===== config.mk =====
export PLATFORM = sky130hd
export DESIGN_NAME = fuse_rollback_ctr
export DESIGN_NICKNAME = d
export VERILOG_FILES = /design/src/rtl/fuse_ctr_pkg.sv /design/src/rtl/fuse_bank.sv /design/src/rtl/fuse_decode.sv /design/src/rtl/burn_seq.sv /design/src/rtl/fuse_rollback_ctr.sv
export SDC_FILE = /design/constraint.sdc
export NUM_CORES = 1
export LEC_CHECK = 0
export ABC_AREA = 1
export BUFFER_PORTS_ARGS = -buffer_cell sky130_fd_sc_hd__buf_2
export CAP_MARGIN = 30
export CELL_PAD_IN_SITES_DETAIL_PLACEMENT = 0
export CELL_PAD_IN_SITES_GLOBAL_PLACEMENT = 1
export CORE_AREA = 8 8 45 47
export CTS_CLUSTER_DIAMETER = 150
export DETAILED_ROUTE_END_ITERATION = 8
export DIE_AREA = 0 0 53 55
export PLACE_DENSITY_LB_ADDON = 0.1
export SLEW_MARGIN = 15
export SYNTH_ARGS = -nofsm -noshare
export SYNTH_HDL_FRONTEND = slang
export SYNTH_SLANG_ARGS = --single-unit

===== constraint.sdc =====
create_clock -name clk -period 1.18 [get_ports clk]
set_input_delay 0.295 -clock clk [delete_from_list [all_inputs] [get_ports clk]]
set_output_delay 0.295 -clock clk [all_outputs]
set_load 0.005 [all_outputs]

===== src/rtl/fuse_ctr_pkg.sv =====
package fuse_ctr_pkg;
    typedef enum logic [1:0] {
        BS_IDLE    = 2'd0,
        BS_PROGRAM = 2'd1,
        BS_REPORT  = 2'd2
    } burn_state_e;
endpackage


===== src/rtl/fuse_bank.sv =====
module fuse_bank #(
    parameter int FUSE_BITS = 32,
    parameter int VW        = $clog2(FUSE_BITS + 1)
) (
    input  logic                 clk,
    input  logic                 rst_n,
    input  logic                 commit,
    input  logic [VW-1:0]        burn_idx,
    output logic [FUSE_BITS-1:0] fuse_bits
);
    // Fuse cells carry no reset: only a commit can change them, and only 0 -> 1.
    logic [FUSE_BITS-1:0] cell_q = '0;

    for (genvar i = 0; i < FUSE_BITS; i++) begin : g_cell
        always_ff @(posedge clk) begin
            if (commit && (burn_idx == VW'(i)))
                cell_q[i] <= 1'b1;
        end
    end

    assign fuse_bits = cell_q;

    p_fuse_keep_r1: assert property (@(posedge clk) disable iff (!rst_n)
        (cell_q & $past(cell_q)) == $past(cell_q));

    p_single_bit_r5: assert property (@(posedge clk) disable iff (!rst_n)
        $countones(cell_q ^ $past(cell_q)) <= 1);
endmodule


===== src/rtl/fuse_decode.sv =====
module fuse_decode #(
    parameter int FUSE_BITS = 32,
    parameter int VW        = $clog2(FUSE_BITS + 1)
) (
    input  logic                 clk,
    input  logic                 rst_n,
    input  logic [FUSE_BITS-1:0] fuse_bits,
    output logic [VW-1:0]        level,
    output logic                 full,
    output logic                 gap
);
    always_comb begin
        logic run_ended;
        run_ended = 1'b0;
        level     = '0;
        gap       = 1'b0;
        for (int i = 0; i < FUSE_BITS; i++) begin
            if (fuse_bits[i]) begin
                if (run_ended) gap = 1'b1;
                else           level = level + 1'b1;
            end else begin
                run_ended = 1'b1;
            end
        end
    end

    assign full = (level == VW'(FUSE_BITS));

    p_thermo_r11: assert property (@(posedge clk) disable iff (!rst_n) !gap);
endmodule


===== src/rtl/burn_seq.sv =====
module burn_seq
    import fuse_ctr_pkg::*;
#(
    parameter int BURN_CYCLES = 16,
    parameter int CW          = (BURN_CYCLES > 1) ? $clog2(BURN_CYCLES) : 1
) (
    input  logic clk,
    input  logic rst_n,
    input  logic burn_req,
    input  logic sec_en,
    input  logic full,
    output logic busy,
    output logic done,
    output logic commit
);
    localparam logic [CW-1:0] LOAD = CW'(BURN_CYCLES - 1);

    burn_state_e state_q, state_d;
    logic [CW-1:0] timer_q;

    always_ff @(posedge clk or negedge rst_n) begin
        if (!rst_n) state_q <= BS_IDLE;
        else        state_q <= state_d;
    end

    always_comb begin
        state_d = state_q;
        unique case (state_q)
            BS_IDLE:    if (burn_req && sec_en && !full) state_d = BS_PROGRAM;
            BS_PROGRAM: if (timer_q == '0)               state_d = BS_REPORT;
            BS_REPORT:                                   state_d = BS_IDLE;
            default:                                     state_d = BS_IDLE;
        endcase
    end

    always_ff @(posedge clk or negedge rst_n) begin
        if (!rst_n)                                       timer_q <= '0;
        else if (state_q == BS_IDLE)                      timer_q <= LOAD;
        else if (state_q == BS_PROGRAM && timer_q != '0)  timer_q <= timer_q - 1'b1;
    end

    always_comb begin
        busy   = 1'b0;
        done   = 1'b0;
        commit = 1'b0;
        unique case (state_q)
            BS_IDLE:    ;
            BS_PROGRAM: begin
                busy   = 1'b1;
                commit = (timer_q == '0);
            end
            BS_REPORT: begin
                busy = 1'b1;
                done = 1'b1;
            end
            default: ;
        endcase
    end

    p_secure_gate_r7: assert property (@(posedge clk) disable iff (!rst_n)
        (state_q == BS_IDLE && !sec_en) |=> (state_q == BS_IDLE));

    p_full_block_r10: assert property (@(posedge clk) disable iff (!rst_n)
        (state_q == BS_IDLE && full) |=> !busy);

    p_prog_hold_r6: assert property (@(posedge clk) disable iff (!rst_n)
        (state_q == BS_PROGRAM && timer_q != '0) |=> (state_q == BS_PROGRAM));

    p_one_commit_r9: assert property (@(posedge clk) disable iff (!rst_n)
        commit |=> (!commit && done));
endmodule


===== src/rtl/fuse_rollback_ctr.sv =====
module fuse_rollback_ctr #(
    parameter int FUSE_BITS   = 32,
    parameter int BURN_CYCLES = 16,
    parameter int VW          = $clog2(FUSE_BITS + 1)
) (
    input  logic          clk,
    input  logic          rst_n,
    input  logic          chk_req,
    input  logic [VW-1:0] chk_ver,
    input  logic          burn_req,
    input  logic          sec_en,
    output logic          chk_valid,
    output logic          chk_pass,
    output logic          busy,
    output logic          done,
    output logic          exhausted,
    output logic          gap_fault,
    output logic [VW-1:0] fused_val
);
    logic [FUSE_BITS-1:0] fuse_bits;
    logic                 commit;
    logic [VW-1:0]        level;

    fuse_bank #(.FUSE_BITS(FUSE_BITS), .VW(VW)) u_bank (
        .clk(clk), .rst_n(rst_n), .commit(commit),
        .burn_idx(level), .fuse_bits(fuse_bits)
    );

    fuse_decode #(.FUSE_BITS(FUSE_BITS), .VW(VW)) u_dec (
        .clk(clk), .rst_n(rst_n), .fuse_bits(fuse_bits),
        .level(level), .full(exhausted), .gap(gap_fault)
    );

    burn_seq #(.BURN_CYCLES(BURN_CYCLES)) u_seq (
        .clk(clk), .rst_n(rst_n), .burn_req(burn_req), .sec_en(sec_en),
        .full(exhausted), .busy(busy), .done(done), .commit(commit)
    );

    assign fused_val = level;

    always_ff @(posedge clk or negedge rst_n) begin
        if (!rst_n) begin
            chk_valid <= 1'b0;
            chk_pass  <= 1'b0;
        end else begin
            chk_valid <= chk_req && !busy;
            chk_pass  <= chk_req && !busy && (chk_ver >= level);
        end
    end

    p_chk_latency_r4: assert property (@(posedge clk) disable iff (!rst_n)
        (chk_req && !busy) |=> chk_valid);

    p_chk_held_r8: assert property (@(posedge clk) disable iff (!rst_n)
        busy |=> !chk_valid);

    p_floor_rises_r5: assert property (@(posedge clk) disable iff (!rst_n)
        !busy |=> (fused_val == $past(fused_val)));
endmodule


### Word level (Yosys, flattened, before mapping)

Cells that the tools add are included.

* register bits after elaboration: 8
* output and inout bits: 12
* word-level logic and storage cells: 26

* add/sub/neg operators: 1
* $lt $le $gt $ge: 1
* equal/unequal tests: 3
* muxes and demuxes: 6
* bitwise logic cells: 1
* reduce and logical (&&, ||, !) cells: 10

Operator list (count)
* 4-bit 2-to-1 mux: 2
* 6-bit >= comparator (second input constant): 1
* 4-bit zero test: 1
* 2-bit case mux with 2 select lines: 1
* 4-bit nonzero test: 1
* 4-bit by 1-bit subtractor with 4-bit output (second input constant): 1
* 1-bit logical AND: 3
* 2-bit by 1-bit equality test with 1-bit output (second input constant): 1
* 2-bit equality test (second input constant): 1
* 2-bit zero test: 1
* 1-bit 2-to-1 mux: 2
* 2-bit 2-to-1 mux: 1
* 2-bit inequality test (second input constant): 1
* 2-bit AND reduction: 1
* 2-bit nonzero test: 1
* 2-bit OR reduction: 1
* 1-bit zero test: 1
* 1-bit NOT: 1

### Logic depth before layout (Yosys ltp)

Gate-level depths: netlist of the first run.

* word-level depth: 6
* mapped depth: 2

### Cells and area by module

From an unflattened synthesis of the first run, not the netlist that was laid out.

* cells, all modules: 952
* area, all modules: 5221.3 um^2

Modules (own cells, without submodules)
* fuse_decode: instances 1, cells each 835, area an instance 4337.9 um^2
* burn_seq: instances 1, cells each 49, area an instance 402.9 um^2
* fuse_bank: instances 1, cells each 33, area an instance 244.0 um^2
* fuse_rollback_ctr: instances 1, cells each 35, area an instance 236.5 um^2

### Worst setup path before layout of the first run

No wires, ideal clock.

* path kind: reg2out
* start point: reg chk_pass
* end point: out chk_pass
* arrival time: 0.349 ns
* setup slack: 0.536 ns
* stages on the path, launching flop included: 1
* path buffers: 0
* cell sequence: dfrtp_1

RTL lines
* start, declared: line fuse_rollback_ctr.sv:13 `output logic chk_pass,`
* start signal, assigned: line fuse_rollback_ctr.sv:47 `chk_pass <= chk_req && !busy && (chk_ver >= level);`

No word-level cell between the ends.

### Final worst setup path of the first run

* start point: reg chk_pass
* end point: out chk_pass

No word-level cell between the ends.

==> results.md, run 1 <==
- Status: complete, no violations
- Element type at the critical path start: flop
- Clk buf depth: 2
- Final setup violation count: 0
- Worst hold-check path type: input port to flop
- Avg Cell Area, Syn: between 8 and 9 um2
- CP Capture Point: chk_pass
- Vias per cell: between 2 and 2.5
- Antenna violations before repair: 0
- #FFs+latches synth: 2
- VDD IR max: approximately 130 uV
- Drt pass-1 iters: 2
- Wire length per cell: around 8 um
- H-tree depth: 1
- Crit path cell chain: buf_2
- Family with the most delay on the worst path: flip-flops
- Cells after DPL: 35
- TritonCTS Buffers: 3
- Place WS: ~0.42 ns
- Drt drc: 0
- FP Rows: 14
- Clk root buf: clkbuf_4
- Post-CTS sizing: 0
- Setup TNS: 0 ns
- Yosys warning count: 0
- Data required time of the worst path: about 0.88 ns
- TritonCTS clock tree: done
- Most frequent cells in the layout: conb_1, buf_2, clkbuf_4
- Final Power: ~240 uW
- Post-CTS Setup Bufs: 0
- Number of distinct library cells after synthesis: 5
- First-pass GRT wire length: about 460 um
- Worst Path Max Fanout: 1
- # diodes: 0
- CP bufs+invs: 1
- Reg clk slew, reported paths: ~0.03 ns
- Die Ht: ~55 um
- Sequential share of the synthesized area: 35.7%
- PD cells: between 1000 and 1500 mW/mm2
- DIE WIDTH: roughly 53 um
- Most common cell after layout, fill and taps aside: conb_1
- Tcrit/Tclk final: 83.0%
- Total GRT Usage: roughly 2.5%
- Number of global-route vias before repair: between 100 and 150
- Die area: roughly 0.0029 mm2
- Post-synthesis instance total: 16
- PnR worst setup slack: approximately 0.20 ns
- CP Capture Type: output port
- Share of Yosys cell area claimed by the top area cell type: ~54%
- # IOs: 23
- Port bufs: 5
- Worst path depth: 1
- Grt met2 use: approximately 3.5%
- Hold path start: chk_req
- Tmin final: just under 1 ns
- Initial Util: 10.1%
- Fin nets: 36
- 1st-iter DRT viols: 3
- Finished Layout Cells: 39
- Final Hold Fails: 0
- Largest stage delay on the critical path: 0.35 ns
- Crit path from: chk_pass$_DFF_PN0_
- Leak: between 0.1 and 0.15 nW
- Global-route track usage on met3: roughly 2.1%
- Top post-synthesis cells by area: buf_4, dfrtp_1, conb_1, inv_1, nand2_1
- Crit path arrival time: slightly below 0.7 ns
- GRT overflow: 0
- Gr busiest metal: met4
- Largest net degree at the start of global routing: 3
- Share of cells above drive strength 1: approximately a third
- Final Max Tran Viols: 0
- RSZ-0062 raised after global routing: no
- Met1 usage: 1.67%
- Synth-to-Final Area Change: 23.2%
- CTS sink cnt: 2
- Setup CP Type: flop to output port
- MaxCap Viol Count: 0
- Post-Synthesis Cell Area: 140 um2
- Fmax: ~1000 MHz
- Core Region: 0.00138 mm2
- Routed via count: between 90 and 100
- Slowest-stage cell, CP: dfrtp_1
- Gp weighted congestion: 0.655
- Largest area contributor in the netlist: buf_4
- Antenna violation net count after detailed routing: 0
- Total Wirelength: between 300 and 400 um
report_power, final:
group | internal, mW | switching [mW] | leakage, nW | total [mW]
Clock | 0.111 | 0.0314 | 0.0138 | 0.143
Sequential | 0.0726 | 0.000692 | 0.0245 | 0.0733
Combinational | 0.00850 | 0.0140 | 0.0671 | 0.0225
area by class of cell:
class	count	area, um2
clock buffers	3	22.5
fillers	166	1210
multi-input cells	11	41.3
well taps	16	20.0
repair buffers	6	35.0
flip-flops and latches	2	50.0
inverters	1	3.75
how the worst min path moves through the flow:
stage,endpoint,slack [ns],cells after the start
finish,chk_valid$_DFF_PN0_,0.21,1
global placement,chk_valid$_DFF_PN0_,0.08,1
global route,chk_valid$_DFF_PN0_,0.21,1
CTS,chk_valid$_DFF_PN0_,0.20,1
floorplan,chk_pass$_DFF_PN0_,-0.0006,0
detailed placement,chk_valid$_DFF_PN0_,0.09,1
registers in the layout, summed over array words and instances (netlist names):
name	cells
chk_pass	1
chk_valid	1
kinds of logic after synthesis:
kind of cell | Yosys count | share of synthesized area (%)
DFF | 2 | 35.7
and+or+nand+nor | 1 | 2.68
other | 2 | 5.36
buffers and inverters | 11 | 56.2
per-layer routing:
metal	part of all wire, %	routed length, um
met5	0	0
met4	0	0
met3	23	71
met2	51	155
met1	26	78
stage by stage:
step | util [%] | hold WS [ns] | cell area, um2
2_1_floorplan | - | -0.000591 | 170
3_3_place_gp | 10.1 | 0.0823 | 140
3_5_place_dp | 10.1 | 0.0869 | 140
4_1_cts | 12.5 | 0.200 | 173
5_1_grt | 12.5 | 0.208 | 173
6_report | 12.5 | 0.206 | 173
cells in the mapped netlist:
cell type  instances
inv_1              1
dfrtp_1            2
buf_4             10
conb_1             2
nand2_1            1
timing repair:
item,in CTS,in global routing
hold buffers,1,0
endpoints found under the setup margin,0,0
hold endpoints to repair,2,0
Note: power is estimated with default switching activity, not from simulation.
==> run 2: changes to the inputs <==
--- a/config.mk
+++ b/config.mk
@@ -10,10 +10,10 @@
 export CAP_MARGIN = 30
 export CELL_PAD_IN_SITES_DETAIL_PLACEMENT = 0
 export CELL_PAD_IN_SITES_GLOBAL_PLACEMENT = 1
-export CORE_AREA = 8 8 45 47
+export CORE_MARGIN = 8
+export CORE_UTILIZATION = 10
 export CTS_CLUSTER_DIAMETER = 150
 export DETAILED_ROUTE_END_ITERATION = 8
-export DIE_AREA = 0 0 53 55
 export PLACE_DENSITY_LB_ADDON = 0.1
 export SLEW_MARGIN = 15
 export SYNTH_ARGS = -nofsm -noshare
==> constraint.sdc (replaced) <==
create_clock -name clk -period 0.9 [get_ports clk]
set_input_delay 0.225 -clock clk [delete_from_list [all_inputs] [get_ports clk]]
set_output_delay 0.225 -clock clk [all_outputs]
set_load 0.005 [all_outputs]
==> results.md, run 2 (synthesized netlist as in run 1, its figures left out) <==
- CTS sink cnt: 2 (unchanged)
- 1st-iter DRT viols: 0 (-3)
- Number of global-route vias before repair: 121 (-1.6%)
- Worst path depth: 1 (unchanged)
- H-tree depth: 1 (unchanged)
- Crit path arrival time: 0.70 ns (+0.02 ns)
- # diodes: 0 (unchanged)
- Final Util: 13.2% (+0.70 points)
- Failing checks: setup timing
- Clk root buf: clkbuf_4
- Routed via count: 92 (+1.1%)
- Antenna violations before repair: 0 (unchanged)
- Largest regs: chk_pass x1, chk_valid x1
- CP Capture Type: output port
- VDD IR max: 336 uV (+160%)
- Setup CP Type: flop to output port
- Initial Util: 10.8% (+0.64 points)
- Final setup violation count: 2 (+2)
- CP bufs+invs: 1 (unchanged)
- Status: finished, violations left
- FP Rows: 13 (-1)
- Clk network pwr share: 60.9% (+1.0 points)
- Tcrit/Tclk final: 102%
- PnR worst setup slack: -0.0205 ns (-0.221 ns)
- Place WS: 0.204 ns (-0.215 ns)
- Port bufs: 5 (unchanged)
- Switching power of the nets: 69.8 uW (+51%)
- Sw Share: 21.6% (+2.3 points)
- Final Power: 323 uW (+35%)
- Total Wirelength: 355 um (+16%)
- Post-CTS sizing: 0 (unchanged)
- First-pass GRT wire length: 489 um (+5.8%)
- CP Capture Point: chk_valid
- TritonCTS Buffers: 3 (unchanged)
- Core Region: 0.00130 mm2 (-6.0%)
- Gp weighted congestion: 0.643 (-1.9%)
- Drt drc: 0 (unchanged)
- Tmin final: 0.921 ns
- Synth-to-Final Area Change: 22.3%
- TritonCTS clock tree: done
- Final Hold Fails: 0 (unchanged)
- Total GRT Usage: 3.01% (+0.50 points)
- Seq pwr share: 29.8% (-0.9 points)
- Largest net degree at the start of global routing: 3 (unchanged)
- Comb power frac: 9.3% (about the same)
- Crit path from: chk_valid$_DFF_PN0_
- Worst hold-check path type: input port to flop
- Internal power: 253 uW (+32%)
- Slowest-stage cell, CP: dfrtp_1
- Data required time of the worst path: 0.67 ns (-0.21 ns)
- Largest stage delay on the critical path: 0.35 ns (about the same)
- MaxCap Viol Count: 0 (unchanged)
- Crit path cell chain: buf_2
- Reg clk slew, reported paths: 0.03 ns (about the same)
- Final Cell Area: 171 um2 (-0.73%)
- Family with the most delay on the worst path: flip-flops
- Setup TNS: -0.0368 ns (-0.0368 ns)
- Element type at the critical path start: flop
- Most common cell after layout, fill and taps aside: conb_1
- Final Max Tran Viols: 0 (unchanged)
- PD cells: 1890 mW/mm2 (+36%)
- Clk buf depth: 2 (unchanged)
- Worst Path Max Fanout: 1 (unchanged)
- Cells after DPL: 34 (-2.9%)
- Hold Worst Slack: 0.131 ns (-0.0743 ns)
- Finished Layout Cells: 38 (-2.6%)
- Post-DP Area: 139 um2 (-0.89%)
- Die area: 0.00286 mm2 (-2.0%)
- Fmax: around 1100 MHz
- Drt pass-1 iters: 1 (-1)
- GRT overflow: 0 (unchanged)
- Wire length per cell: 9.34 um (+19%)
- Fin nets: 36 (unchanged)
- Share of cells above drive strength 1: 34.8% (unchanged)
- Fillers: 163 (-1.8%)
- # IOs: 23 (unchanged)
- Vias per cell: 2.42 (+3.8%)
- Antenna violation net count after detailed routing: 0 (unchanged)
- Most frequent cells in the layout: conb_1, buf_2, clkbuf_4
- Leak: 0.105 nW (unchanged)
- DIE WIDTH: 53.4 um (+0.82%)
- Die Ht: 53.4 um (-2.8%)
- RSZ-0062 raised after global routing: yes
==> run 2: per-layer routing <==
metal / vias to the layer above / global-route usage, % / wire [um]
met5: - / 0 / 0
met4: 0 / 5.04 / 12
met3: 2 / 4.20 / 77
met2: 10 / 3.13 / 152
met1: 40 / 1.72 / 113
li1: 40 / - / -
==> run 2: worst min-delay path by stage <==
stage | startpoint | cells past startpoint | slack [ns] | to
after global routing | chk_req | 1 | 0.12 | chk_valid$_DFF_PN0_
final | chk_req | 1 | 0.13 | chk_valid$_DFF_PN0_
after global placement | rst_n | 1 | 0.01 | chk_valid$_DFF_PN0_
after floorplan | rst_n | 0 | -0.07 | chk_pass$_DFF_PN0_
after CTS | chk_req | 1 | 0.12 | chk_valid$_DFF_PN0_
after detailed placement | rst_n | 1 | 0.01 | chk_valid$_DFF_PN0_
==> run 2: area by class of cell <==
type	count	area (um2)	share of cell area [%]
sequential	2	50.0	29.2
multi-input combinational	11	41.3	24.1
tap	15	18.8	10.9
timing repair buffer	6	35.0	20.4
inverter	1	3.75	2.19
clock buffer	3	22.5	13.1
==> run 2: repair_timing <==
action	in CTS	in global routing
setup endpoints to repair	2	2
hold buffers	1	0
hold endpoints to repair	2	0
setup buffers	0	0
==> run 2: power by group through the flow <==
stage / logic, mW / clock network [mW] / registers, mW
CTS: 0.0291 / 0.214 / 0.0964
finish: 0.0300 / 0.197 / 0.0963
floorplan: 0.0422 / 0 / 0.0980
global route: 0.0353 / 0.220 / 0.0964
global placement: 0.0248 / 0 / 0.0968
detailed placement: 0.0255 / 0 / 0.0974
==> run 3: changes to the inputs <==
--- a/config.mk
+++ b/config.mk
@@ -6,14 +6,14 @@
 export NUM_CORES = 1
 export LEC_CHECK = 0
 export ABC_AREA = 1
-export BUFFER_PORTS_ARGS = -buffer_cell sky130_fd_sc_hd__buf_2
 export CAP_MARGIN = 30
 export CELL_PAD_IN_SITES_DETAIL_PLACEMENT = 0
 export CELL_PAD_IN_SITES_GLOBAL_PLACEMENT = 1
-export CORE_MARGIN = 8
-export CORE_UTILIZATION = 10
+export CORE_AREA = 8 8 45 47
 export CTS_CLUSTER_DIAMETER = 150
 export DETAILED_ROUTE_END_ITERATION = 8
+export DIE_AREA = 0 0 53 55
+export DONT_BUFFER_PORTS = 1
 export PLACE_DENSITY_LB_ADDON = 0.1
 export SLEW_MARGIN = 15
 export SYNTH_ARGS = -nofsm -noshare
==> results.md, run 3 (synthesized netlist as in run 1, its figures left out) <==
- Global-route track usage on met3: 1.87% (-2.3 points)
- Setup CP Type: flop to output port
- PnR worst setup slack: 0.0848 ns (+0.105 ns)
- Cells after DPL: 30 (-12%)
- MaxCap Viol Count: 0 (unchanged)
- Reg clk slew, reported paths: 0.03 ns (about the same)
- 1st-iter DRT viols: 0 (unchanged)
- Worst Path Max Fanout: 1 (unchanged)
- Fin nets: 31 (-14%)
- Finished Layout Cells: 34 (-11%)
- Met1 usage: 1.37% (-0.35 points)
- Leak: 0.0849 nW (-19%)
- Tcrit/Tclk final: 90.6% (-12 points)
- Number of hold buffers added after cts: 1 (unchanged)
- Element type at the critical path start: flop
- Number of global-route vias before repair: 90 (-26%)
- RSZ-0062 raised after global routing: no
- Fmax: 1230 MHz (+13%)
- CTS sink cnt: 2 (unchanged)
- TritonCTS Buffers: 3 (unchanged)
- FP Rows: 14 (+1)
- Share of cells above drive strength 1: 16.7% (-18 points)
- TritonCTS clock tree: done
- Setup TNS: 0 ns (+0.0368 ns)
- Hold depth: 0 (-1)
- # diodes: 0 (unchanged)
- Clk root buf: clkbuf_4
- First-pass GRT wire length: 351 um (-28%)
- Gp weighted congestion: 0.555 (-14%)
- Port bufs: 0 (-5)
- Crit path from: chk_pass$_DFF_PN0_
- Die area: 0.00292 mm2 (+2.1%)
- Final Cell Area: 148 um2 (-14%)
- PD cells: 2130 mW/mm2 (+13%)
- Vias per cell: 2.00 (-17%)
- Grt met2 use: 2.15% (-0.98 points)
- Most frequent cells in the layout: conb_1, clkbuf_4, dfrtp_1
- CP Capture Type: output port
- Worst hold-check path type: input port to flop
- Post-DP Area: 115 um2 (-17%)
- Final Hold Fails: 0 (unchanged)
- Final Max Tran Viols: 0 (unchanged)
- Drt drc: 0 (unchanged)
- Total GRT Usage: 2.13% (-0.88 points)
- Post-CTS sizing: 0 (unchanged)
- Crit path arrival time: 0.59 ns (-0.11 ns)
- Routed via count: 68 (-26%)
- Hold path endpoint: chk_valid$_DFF_PN0_
- Largest net degree at the start of global routing: 3 (unchanged)
- Place WS: 0.315 ns (+0.111 ns)
- Total Wirelength: 280 um (-21%)
- H-tree depth: 1 (unchanged)
- Gr busiest metal: met4
- Initial Util: 10.1% (-0.64 points)
- Final Util: 10.7% (-2.5 points)
- Status: complete, no violations
- VDD IR max: 170 uV (-49%)
- Antenna violations before repair: 0 (unchanged)
- DIE WIDTH: 53 um (-0.81%)
- Clk buf depth: 2 (unchanged)
- Tmin final: 0.815 ns (-0.105 ns)
- Hold path start: chk_req
- # IOs: 23 (unchanged)
- Synth-to-Final Area Change: 5.36%
- Wire length per cell: 8.24 um (-12%)
- Die Ht: 55 um (+2.9%)
- GRT overflow: 0 (unchanged)
- Data required time of the worst path: 0.67 ns (about the same)
- Detail Placement HPWL: roughly 220 um
- Antenna violation net count after detailed routing: 0 (unchanged)
- Post-CTS Setup Bufs: 0 (unchanged)
- Drt pass-1 iters: 1 (unchanged)
- Final setup violation count: 0 (-2)
- Core Region: 0.00138 mm2 (+6.3%)
- Largest regs: chk_pass x1, chk_valid x1
- Most common cell after layout, fill and taps aside: conb_1
==> run 3: cell count changes in the layout (fill, tap and decap cells not counted), sizes merged <==
cell	before	now
buf	5	0
==> run 3: layout make-up <==
class | count | area, um2
clock buffer | 3 | 22.5
fill | 158 | 1240
inverter | 1 | 3.75
multi-input combinational | 11 | 41.3
sequential | 2 | 50.0
tap | 16 | 20.0
timing repair buffer | 1 | 10.0
==> run 3: how the worst max path moves through the flow <==
stage	endpoint	slack (ns)	depth (start not counted)
floorplan	chk_pass	0.33	0
global placement	chk_valid	0.31	0
detailed placement	chk_valid	0.32	0
CTS	chk_valid	0.07	0
global route	chk_valid	0.06	0
finish	chk_pass	0.08	0
==> run 3: stage by stage <==
step / hold slack, ns / total power, mW
floorplan: -0.0706 / 0.140
global placement: -0.0705 / 0.110
detailed placement: -0.0705 / 0.110
CTS: 0.0179 / 0.328
global route: 0.00790 / 0.350
finish: 0.0294 / 0.315
==> run 3: report_power, final <==
| part | internal [mW] | switching [mW] | leakage (nW) |
|---|---|---|---|
| Clock | 0.147 | 0.0526 | 0.0138 |
| Combinational | 0.00378 | 0.0136 | 0.0466 |
| Sequential | 0.0952 | 0.00221 | 0.0245 |
==> run 3: per-layer routing <==
metal | wire length, um | vias up
met4 | 0 | 0
met5 | 0 | -
met1 | 75 | 29
li1 | - | 29
met3 | 65 | 0
met2 | 139 | 10
